==> config.mk <==
export PLATFORM = sky130hd
export DESIGN_NAME = rtirq_top
export DESIGN_NICKNAME = d
export VERILOG_FILES = /design/src/rtl/rtirq_pkg.sv /design/src/rtl/rtirq_sync.sv /design/src/rtl/rtirq_debounce.sv /design/src/rtl/rtirq_core.sv /design/src/rtl/rtirq_top.sv
export SDC_FILE = /design/constraint.sdc
export NUM_CORES = 1
export LEC_CHECK = 0
export ABC_AREA = 1
export BUFFER_PORTS_ARGS = -buffer_cell sky130_fd_sc_hd__buf_2
export CAP_MARGIN = 10
export CORE_MARGIN = 2
export CORE_UTILIZATION = 40
export CTS_BUF_LIST = sky130_fd_sc_hd__clkbuf_16
export CTS_CLUSTER_DIAMETER = 50
export DETAILED_ROUTE_END_ITERATION = 8
export PLACE_DENSITY_LB_ADDON = 0.12
export SYNTH_ARGS = -nofsm -noshare
export SYNTH_HDL_FRONTEND = slang
export SYNTH_SLANG_ARGS = --single-unit
==> constraint.sdc <==
create_clock -name clk_i -period 2.66 [get_ports clk_i]
set_input_delay 0.665 -clock clk_i [delete_from_list [all_inputs] [get_ports clk_i]]
set_output_delay 0.665 -clock clk_i [all_outputs]
set_load 0.01 [all_outputs]
==> src/rtl/rtirq_pkg.sv <==
package rtirq_pkg;
  typedef enum logic {OUT_PUSH = 1'b0, OUT_OPEN = 1'b1} out_mode_e;
endpackage

==> src/rtl/rtirq_sync.sv <==
module rtirq_sync #(
  parameter int W = 8
) (
  input  logic         clk_i,
  input  logic         rst_ni,
  input  logic [W-1:0] d_i,
  output logic [W-1:0] q_o
);
  logic [W-1:0] s1_q, s2_q;

  always_ff @(posedge clk_i or negedge rst_ni) begin
    if (!rst_ni) begin
      s1_q <= '0;
      s2_q <= '0;
    end else begin
      s1_q <= d_i;
      s2_q <= s1_q;
    end
  end

  assign q_o = s2_q;
endmodule

==> src/rtl/rtirq_debounce.sv <==
module rtirq_debounce #(
  parameter int CW = 4
) (
  input  logic          clk_i,
  input  logic          rst_ni,
  input  logic          d_i,
  input  logic          tick_i,
  input  logic [CW-1:0] len_i,
  output logic          q_o
);
  logic          state_q;
  logic [CW-1:0] cnt_q;
  logic [CW:0]   cnt_inc;
  logic          bypass;

  assign bypass  = (len_i == '0);
  assign cnt_inc = {1'b0, cnt_q} + 1'b1;

  always_ff @(posedge clk_i or negedge rst_ni) begin
    if (!rst_ni) begin
      state_q <= 1'b0;
      cnt_q   <= '0;
    end else if (bypass) begin
      state_q <= d_i;
      cnt_q   <= '0;
    end else if (d_i == state_q) begin
      cnt_q <= '0;
    end else if (tick_i) begin
      if (cnt_inc >= {1'b0, len_i}) begin
        state_q <= d_i;
        cnt_q   <= '0;
      end else begin
        cnt_q <= cnt_inc[CW-1:0];
      end
    end
  end

  assign q_o = bypass ? d_i : state_q;


  deb_hold_chk: assert property (@(posedge clk_i) disable iff (!rst_ni)
    (($past(len_i) != '0) && !$past(tick_i)) |-> $stable(state_q));
endmodule

==> src/rtl/rtirq_core.sv <==
module rtirq_core #(
  parameter int W = 8
) (
  input  logic         clk_i,
  input  logic         rst_ni,
  input  logic [W-1:0] val_i,
  input  logic         mask_we_i,
  input  logic [W-1:0] mask_wd_i,
  input  logic         arm_i,
  input  logic         txd_new_i,
  input  logic         rd_rtd_i,
  input  logic         rd_txd_i,
  input  logic         sw_rst_i,
  output logic [W-1:0] rtd_o,
  output logic         pend_o
);
  logic [W-1:0] rtd_q, mask_q, hit;
  logic         chg_pend_q, txd_pend_q;

  assign hit = (val_i ^ rtd_q) & ~mask_q;

  always_ff @(posedge clk_i or negedge rst_ni) begin
    if (!rst_ni) begin
      rtd_q      <= '0;
      mask_q     <= '1;
      chg_pend_q <= 1'b0;
      txd_pend_q <= 1'b0;
    end else begin
      rtd_q <= val_i;
      if (mask_we_i) mask_q <= mask_wd_i;
      if (sw_rst_i) begin
        chg_pend_q <= 1'b0;
        txd_pend_q <= 1'b0;
      end else begin
        // new change wins over a simultaneous read
        chg_pend_q <= (chg_pend_q & ~rd_rtd_i) | (|hit);
        txd_pend_q <= (txd_pend_q & ~rd_txd_i) | (txd_new_i & arm_i);
      end
    end
  end

  assign rtd_o  = rtd_q;
  assign pend_o = chg_pend_q | txd_pend_q;


  chg_sets_chk: assert property (@(posedge clk_i) disable iff (!rst_ni)
    ((((rtd_q ^ $past(rtd_q)) & ~$past(mask_q)) != '0) && !$past(sw_rst_i)) |-> chg_pend_q);

  chg_hold_chk: assert property (@(posedge clk_i) disable iff (!rst_ni)
    (chg_pend_q && !rd_rtd_i && !sw_rst_i) |=> chg_pend_q);

  txd_hold_chk: assert property (@(posedge clk_i) disable iff (!rst_ni)
    (txd_pend_q && !rd_txd_i && !sw_rst_i) |=> txd_pend_q);

  txd_arm_chk: assert property (@(posedge clk_i) disable iff (!rst_ni)
    (!txd_pend_q && !arm_i) |=> !txd_pend_q);

  sw_clear_chk: assert property (@(posedge clk_i) disable iff (!rst_ni)
    sw_rst_i |=> !pend_o);
endmodule

==> src/rtl/rtirq_top.sv <==
module rtirq_top
  import rtirq_pkg::*;
#(
  parameter int NUM_CH      = 4,
  parameter int BITS_PER_CH = 2,
  parameter int DEB_BIT     = 0,
  parameter int DEB_CW      = 4,
  localparam int NDET       = NUM_CH * BITS_PER_CH
) (
  input  logic              clk_i,
  input  logic              rst_ni,
  input  logic [NDET-1:0]   det_i,
  input  logic              deb_tick_i,
  input  logic [DEB_CW-1:0] deb_len_i,
  input  logic              mask_we_i,
  input  logic [NDET-1:0]   mask_wd_i,
  input  logic              txd_arm_i,
  input  logic              txd_new_i,
  input  logic              rd_rtd_i,
  input  logic              rd_txd_i,
  input  logic              sw_rst_i,
  input  logic              out_mode_i,
  output logic [NDET-1:0]   rtd_o,
  output logic              irq_n_o,
  output logic              irq_oe_o
);
  logic [NDET-1:0] det_s, det_f;
  logic            pend;

  rtirq_sync #(.W(NDET)) u_sync (
    .clk_i(clk_i), .rst_ni(rst_ni), .d_i(det_i), .q_o(det_s)
  );

  for (genvar gi = 0; gi < NDET; gi++) begin : g_bit
    if (gi == DEB_BIT) begin : g_deb
      rtirq_debounce #(.CW(DEB_CW)) u_deb (
        .clk_i(clk_i), .rst_ni(rst_ni), .d_i(det_s[gi]),
        .tick_i(deb_tick_i), .len_i(deb_len_i), .q_o(det_f[gi])
      );
    end else begin : g_raw
      assign det_f[gi] = det_s[gi];
    end
  end

  rtirq_core #(.W(NDET)) u_core (
    .clk_i(clk_i), .rst_ni(rst_ni), .val_i(det_f),
    .mask_we_i(mask_we_i), .mask_wd_i(mask_wd_i),
    .arm_i(txd_arm_i), .txd_new_i(txd_new_i),
    .rd_rtd_i(rd_rtd_i), .rd_txd_i(rd_txd_i), .sw_rst_i(sw_rst_i),
    .rtd_o(rtd_o), .pend_o(pend)
  );

  assign irq_n_o  = ~pend;
  assign irq_oe_o = (out_mode_e'(out_mode_i) == OUT_OPEN) ? pend : 1'b1;


  od_release_chk: assert property (@(posedge clk_i) disable iff (!rst_ni)
    (out_mode_i && irq_n_o) |-> !irq_oe_o);
endmodule

# --- Word level (Yosys, flattened, before mapping) ---
# Cells that the tools add are included.
word_totals:
  out_inout_bits: 10
  regBits: 39
op_classes:
  eq_ne: 2
  n_addsub: 1
  magnitude_cmp: 1
  muxes: 12
  n_reduce_logical: 6
  n_bitwise: 12
ops:
  columns: ["cell", "count"]
  rows:
  - ["4-bit two-way mux", 4]
  - ["8-bit bitwise AND", 1]
  - ["1-bit two-way mux", 8]
  - ["8-bit inverter", 1]
  - ["8-bit OR reduction", 1]
  - ["8-bit bitwise XOR", 1]
  - ["4-bit by 1-bit adder with 5-bit output (second input constant)", 1]
  - ["5-bit by 4-bit greater-or-equal comparator with 1-bit output", 1]
  - ["4-bit zero test", 1]
  - ["2-bit nonzero test", 2]
  - ["1-bit bitwise AND", 3]
  - ["1-bit inverter", 3]
  - ["1-bit bitwise OR", 3]
  - ["3-bit AND reduction", 1]
  - ["3-bit nonzero test", 1]
  - ["2-bit by 1-bit != test with 1-bit output (second input constant)", 1]
  - ["1-bit == test", 1]

# --- Longest topological paths before layout ---
logic_depth:
  ltp_word: 7
  ltp_mapped: 12

# --- Cells and area by module ---
# A second synthesis with hierarchy kept.
hier_totals:
  cells_unflattened: 160
  hier_area_um2: 1590.3
by_module_without_submodules:
  columns: ["mod", "area_each_um2", "cells_each", "instances", "seq_area_each_um2"]
  rows:
  - ["rtirq_core", 758.2, 84, 1, 460.4]
  - ["rtirq_debounce", 421.7, 58, 1, 125.1]
  - ["rtirq_sync", 400.4, 16, 1, 400.4]
  - ["rtirq_top", 10.0, 2, 1, 0.0]

# --- Worst setup path before layout ---
# Ideal clock, no wire load.
synth_timing:
  path_type: "input to register"
  start: "in deb_len_i[0]"
  end: "reg g_bit[0].g_deb.u_deb.state_q"
  arrival_time_ps: 1467
  setup_slack_ps: 1076
  setup_time_ps: 117
  cell_stages: 11
  cell_sequence: "ha_1 > inv_1 > nand2_1 > nand2_1 > nand2_1 > nand2_1 > nand2_1 > nand2_1 > nand2_1 > nand3_1 > nand2_1"
synth_via:
  elab_chain_len: 3
  elab_cells_between_ends: 7
synth_lines:
  columns: ["item", "line_no", "rtl"]
  rows:
  - ["from (decl)", "rtirq_top.sv:14", "input logic [DEB_CW-1:0] deb_len_i,"]
  - ["5-bit by 4-bit greater-or-equal comparator with 1-bit output or 4-bit zero test (tied branches)", "rtirq_debounce.sv:29, rtirq_debounce.sv:16", null]
  - ["2-bit nonzero test (no source line) or 2-bit by 1-bit != test with 1-bit output (tied branches)", null, null]
  - ["3-bit AND reduction (no source line)", null, null]
  - ["to (signal assigned)", "rtirq_debounce.sv:24", "state_q <= d_i;"]
  - ["to (signal assigned)", "rtirq_debounce.sv:30", "state_q <= d_i;"]
  - ["to (decl)", "rtirq_debounce.sv:11", "logic state_q;"]
# Parallel ways exist; a longest one is shown, timed or not.
# A chain may end at the register's enable or synchronous reset.

# --- Final worst setup path ---
layout_timing:
  start: "reg g_bit[0].g_deb.u_deb.cnt_q[0]"
  end: "reg g_bit[0].g_deb.u_deb.state_q"
layout_via:
  elab_chain_len: 4
layout_lines:
  columns: ["item", "line_no", "rtl"]
  rows:
  - ["from (decl)", "rtirq_debounce.sv:12", "logic [CW-1:0] cnt_q;"]
  - ["from (signal assigned)", "rtirq_debounce.sv:33", "cnt_q <= cnt_inc[CW-1:0];"]
  - ["4-bit by 1-bit adder with 5-bit output", "rtirq_debounce.sv:17", "assign cnt_inc = {1'b0, cnt_q} + 1'b1;"]
  - ["5-bit by 4-bit greater-or-equal comparator with 1-bit output", "rtirq_debounce.sv:29", "if (cnt_inc >= {1'b0, len_i}) begin"]
  - ["2-bit nonzero test (no source line)", null, null]
  - ["3-bit AND reduction (no source line)", null, null]
# Every way passes these cells.

==> flow_metrics.env <==
export IMPL_synth_edf_count=0
export IMPL_grt_max_degree=40
export IMPL_multi_input_area_um2=525.5
export IMPL_period_needed_ns=1.694
export IMPL_synth_seq_cells=39
export IMPL_clock_sinks=39
export IMPL_hpwl_mm=2.003
export IMPL_vias_per_cell=4.418
export IMPL_outcome="complete, no violations"
export IMPL_vdd_ir_drop_worst_mv=0.2925
export IMPL_tritoncts="done"
export IMPL_finClkSkew_ns=0.002089
export IMPL_grt_overflow_total=0
export IMPL_slew_limit_headroom_pct=44.77
export IMPL_ys_seq_area_share_pct=61.42
export IMPL_clockBufferDepth=2
export IMPL_ctsHtreeMaxLevel=2
export IMPL_initial_core_util_pct=40.72
export IMPL_routed_wl_mm=2.660
export IMPL_n_antenna_cell=0
export IMPL_fin_nets=240
export IMPL_setup_violations=0
export IMPL_p_leak_nw=1.059
export IMPL_dieHeight_um=67.35
export IMPL_die_area_mm2=0.004536
export IMPL_ios=40
export IMPL_syn_inst=160
export IMPL_slew_viol_final=0
export IMPL_final_area_mm2=0.002001
export IMPL_grt_usage_pct=14.06
export IMPL_clock_latency_ns=0.27
export IMPL_seqCellArea_um2=985.9
export IMPL_ys_warn_count=0
export IMPL_drt_initial_drc_count=47
export IMPL_timing_final_crit_share_pct=63.70
export IMPL_gp_congestion=0.8731
export IMPL_fillers=358
export IMPL_powerDensity_mw_per_mm2=755.4
export IMPL_yosysMostFrequentCell="nand2_1"
export IMPL_hp_class="register to register"
export IMPL_synth_avg_cell_area_um2=10.03
export IMPL_portBuffers=39
export IMPL_grt_antenna_before_repair=0
export IMPL_async_flop_share_pct=100.0
export IMPL_core_mm2=0.003943
export IMPL_rows=23
export IMPL_startpoint_type="register"
export IMPL_crit_type="register to register"
export IMPL_cp_max_fo=5
export IMPL_cts_buffers=5
export IMPL_ys_types=21
export IMPL_syn_area_mm2=0.001605
export IMPL_drt_antenna_violating_nets=0
export IMPL_rsz0062_at_grt="false"
export IMPL_clkSlewWorstSetupHoldPaths_ns=0.05
export IMPL_post_drt_wl_per_cell_um=10.39
export IMPL_synthDominantCellAreaShare_pct=48.32
export IMPL_worstPathRequired_ns=2.82
export IMPL_grt_pass1_wl_mm=4.636
export IMPL_synthTopCellsByArea="dfrtp_1 (48%), dfstp_2 (13%), nand2_1 (10%)"
export IMPL_maxCapViolCount=0
export IMPL_die_x_um=67.35
export IMPL_finalHoldViolations=0
export IMPL_root_buffer="clkbuf_16"
export IMPL_layout_drive_gt1_share_pct=31.07
export IMPL_synthesis_nets=195
export IMPL_cts_resized=0
export IMPL_yosysTopAreaCell="dfrtp_1"
export IMPL_synthTopCellsByCount="nand2_1 (44), dfrtp_1 (31), inv_1 (22), nor2_1 (10)"
export IMPL_hold_buffers=0
export IMPL_vias=1131
export IMPL_synthFlopType="dfrtp_1"
export IMPL_fmax_ghz=0.5902
export IMPL_cp_end_kind="register"
export IMPL_area_growth_syn_to_layout_pct=24.63
export IMPL_first_pass_iters=4
export IMPL_tightest_slew_ns=0.8285
export IMPL_fin_tns_setup_ns=0
export IMPL_post_cts_buffers=0
export IMPL_place_area_mm2=0.001859
export IMPL_grt_pass1_vias=1103
export IMPL_drc_errors=0
export IMPL_critPathArrivalTime_ns=1.86
[area by class of cell]
| class | instances | share of cell area [%] |
|---|---|---|
| clock buffers | 5 | 6.254 |
| multi-input cells | 96 | 26.27 |
| repair buffers | 39 | 9.756 |
| flip-flops and latches | 39 | 49.28 |
| inverters | 24 | 4.503 |
| clock inverters | 3 | 0.8130 |
| well taps | 50 | 3.127 |
[registers in the layout, indices dropped and copies added (netlist names)]
register,cells
u_core.chg_pend_q,1
u_core.mask_q,8
g_bit.g_deb.u_deb.state_q,1
g_bit.g_deb.u_deb.cnt_q,4
u_sync.s1_q,8
u_sync.q_o,8
u_core.rtd_o,8
u_core.txd_pend_q,1
[metrics by stage]
step	setup slack [ns]	utilization, %	hold slack (ns)	std cells	power, mW
final	0.9656	50.75	0.3449	256	1.511
after global routing	0.7847	50.75	0.3505	256	1.613
after CTS	0.9662	50.75	0.3473	256	1.534
after detailed placement	0.8633	47.16	0.3347	248	0.9726
after global placement	0.8973	47.16	0.3323	248	0.9614
after floorplan	1.076	-	0.3312	160	0.8817
[worst paths after layout]
check / start / end / slack [ns] / depth (start not counted)
max: g_bit[0].g_deb.u_deb.cnt_q[0] / g_bit[0].g_deb.u_deb.state_q / 0.97 / 11
min: u_sync.s1_q[1] / u_sync.q_o[1] / 0.34 / 0
max reg2reg: g_bit[0].g_deb.u_deb.cnt_q[0] / g_bit[0].g_deb.u_deb.state_q / 0.97 / 11
min reg2reg: u_sync.s1_q[1] / u_sync.q_o[1] / 0.34 / 0
max in group asynchronous: rst_ni / g_bit[0].g_deb.u_deb.cnt_q[0] / 1.65 / 1
min in group asynchronous: rst_ni / u_core.rtd_o[7] / 0.49 / 1
[cell families after synthesis]
family / count (synthesis) / share of synthesized area [%]
buf+inv: 25 / 5.846
mux: 3 / 2.104
compound gates: 10 / 3.351
fa+ha+maj: 5 / 3.897
xor+xnor: 4 / 2.183
flops: 39 / 61.42
simple gates: 74 / 21.20
[layer usage]
layer	global-route usage, %	part of all wire, %	vias up
li1	-	-	596
met1	16.68	44	505
met2	22.52	49	26
met3	5.500	5.4	4
met4	6.378	1.1	0
met5	0	0	-
[critical path: stages, from the launching register on]
cell     delay (ns)
dfrtp_1        0.42
ha_1           0.35
ha_1           0.28
nand2_1        0.05
nand2_1        0.05
nand2_1        0.04
nand2_1        0.06
nand2_1        0.11
nand2_1        0.10
nand2_1        0.05
nand2_1        0.05
nand2_1        0.04
[cells in the final DEF, fill, tap and decap left out, drive strengths merged]
cell,instances
xnor2,2
dfstp,8
clkinv,1
nand3,9
nor2,12
xor2,2
o21ai,6
dfrtp,31
nand4,7
ha,5
buf,39
clkinvlp,1
clkbuf,5
mux2,3
a21oi,4
nand3b,1
inv,25
nand2,45
[power by group]
| group | switching [mW] | internal, mW |
|---|---|---|
| registers | 0.0424 | 0.661 |
| clock network | 0.209 | 0.341 |
| logic | 0.149 | 0.109 |
| total | 0.400 | 1.11 |
Power figures use the tool's default switching activity.
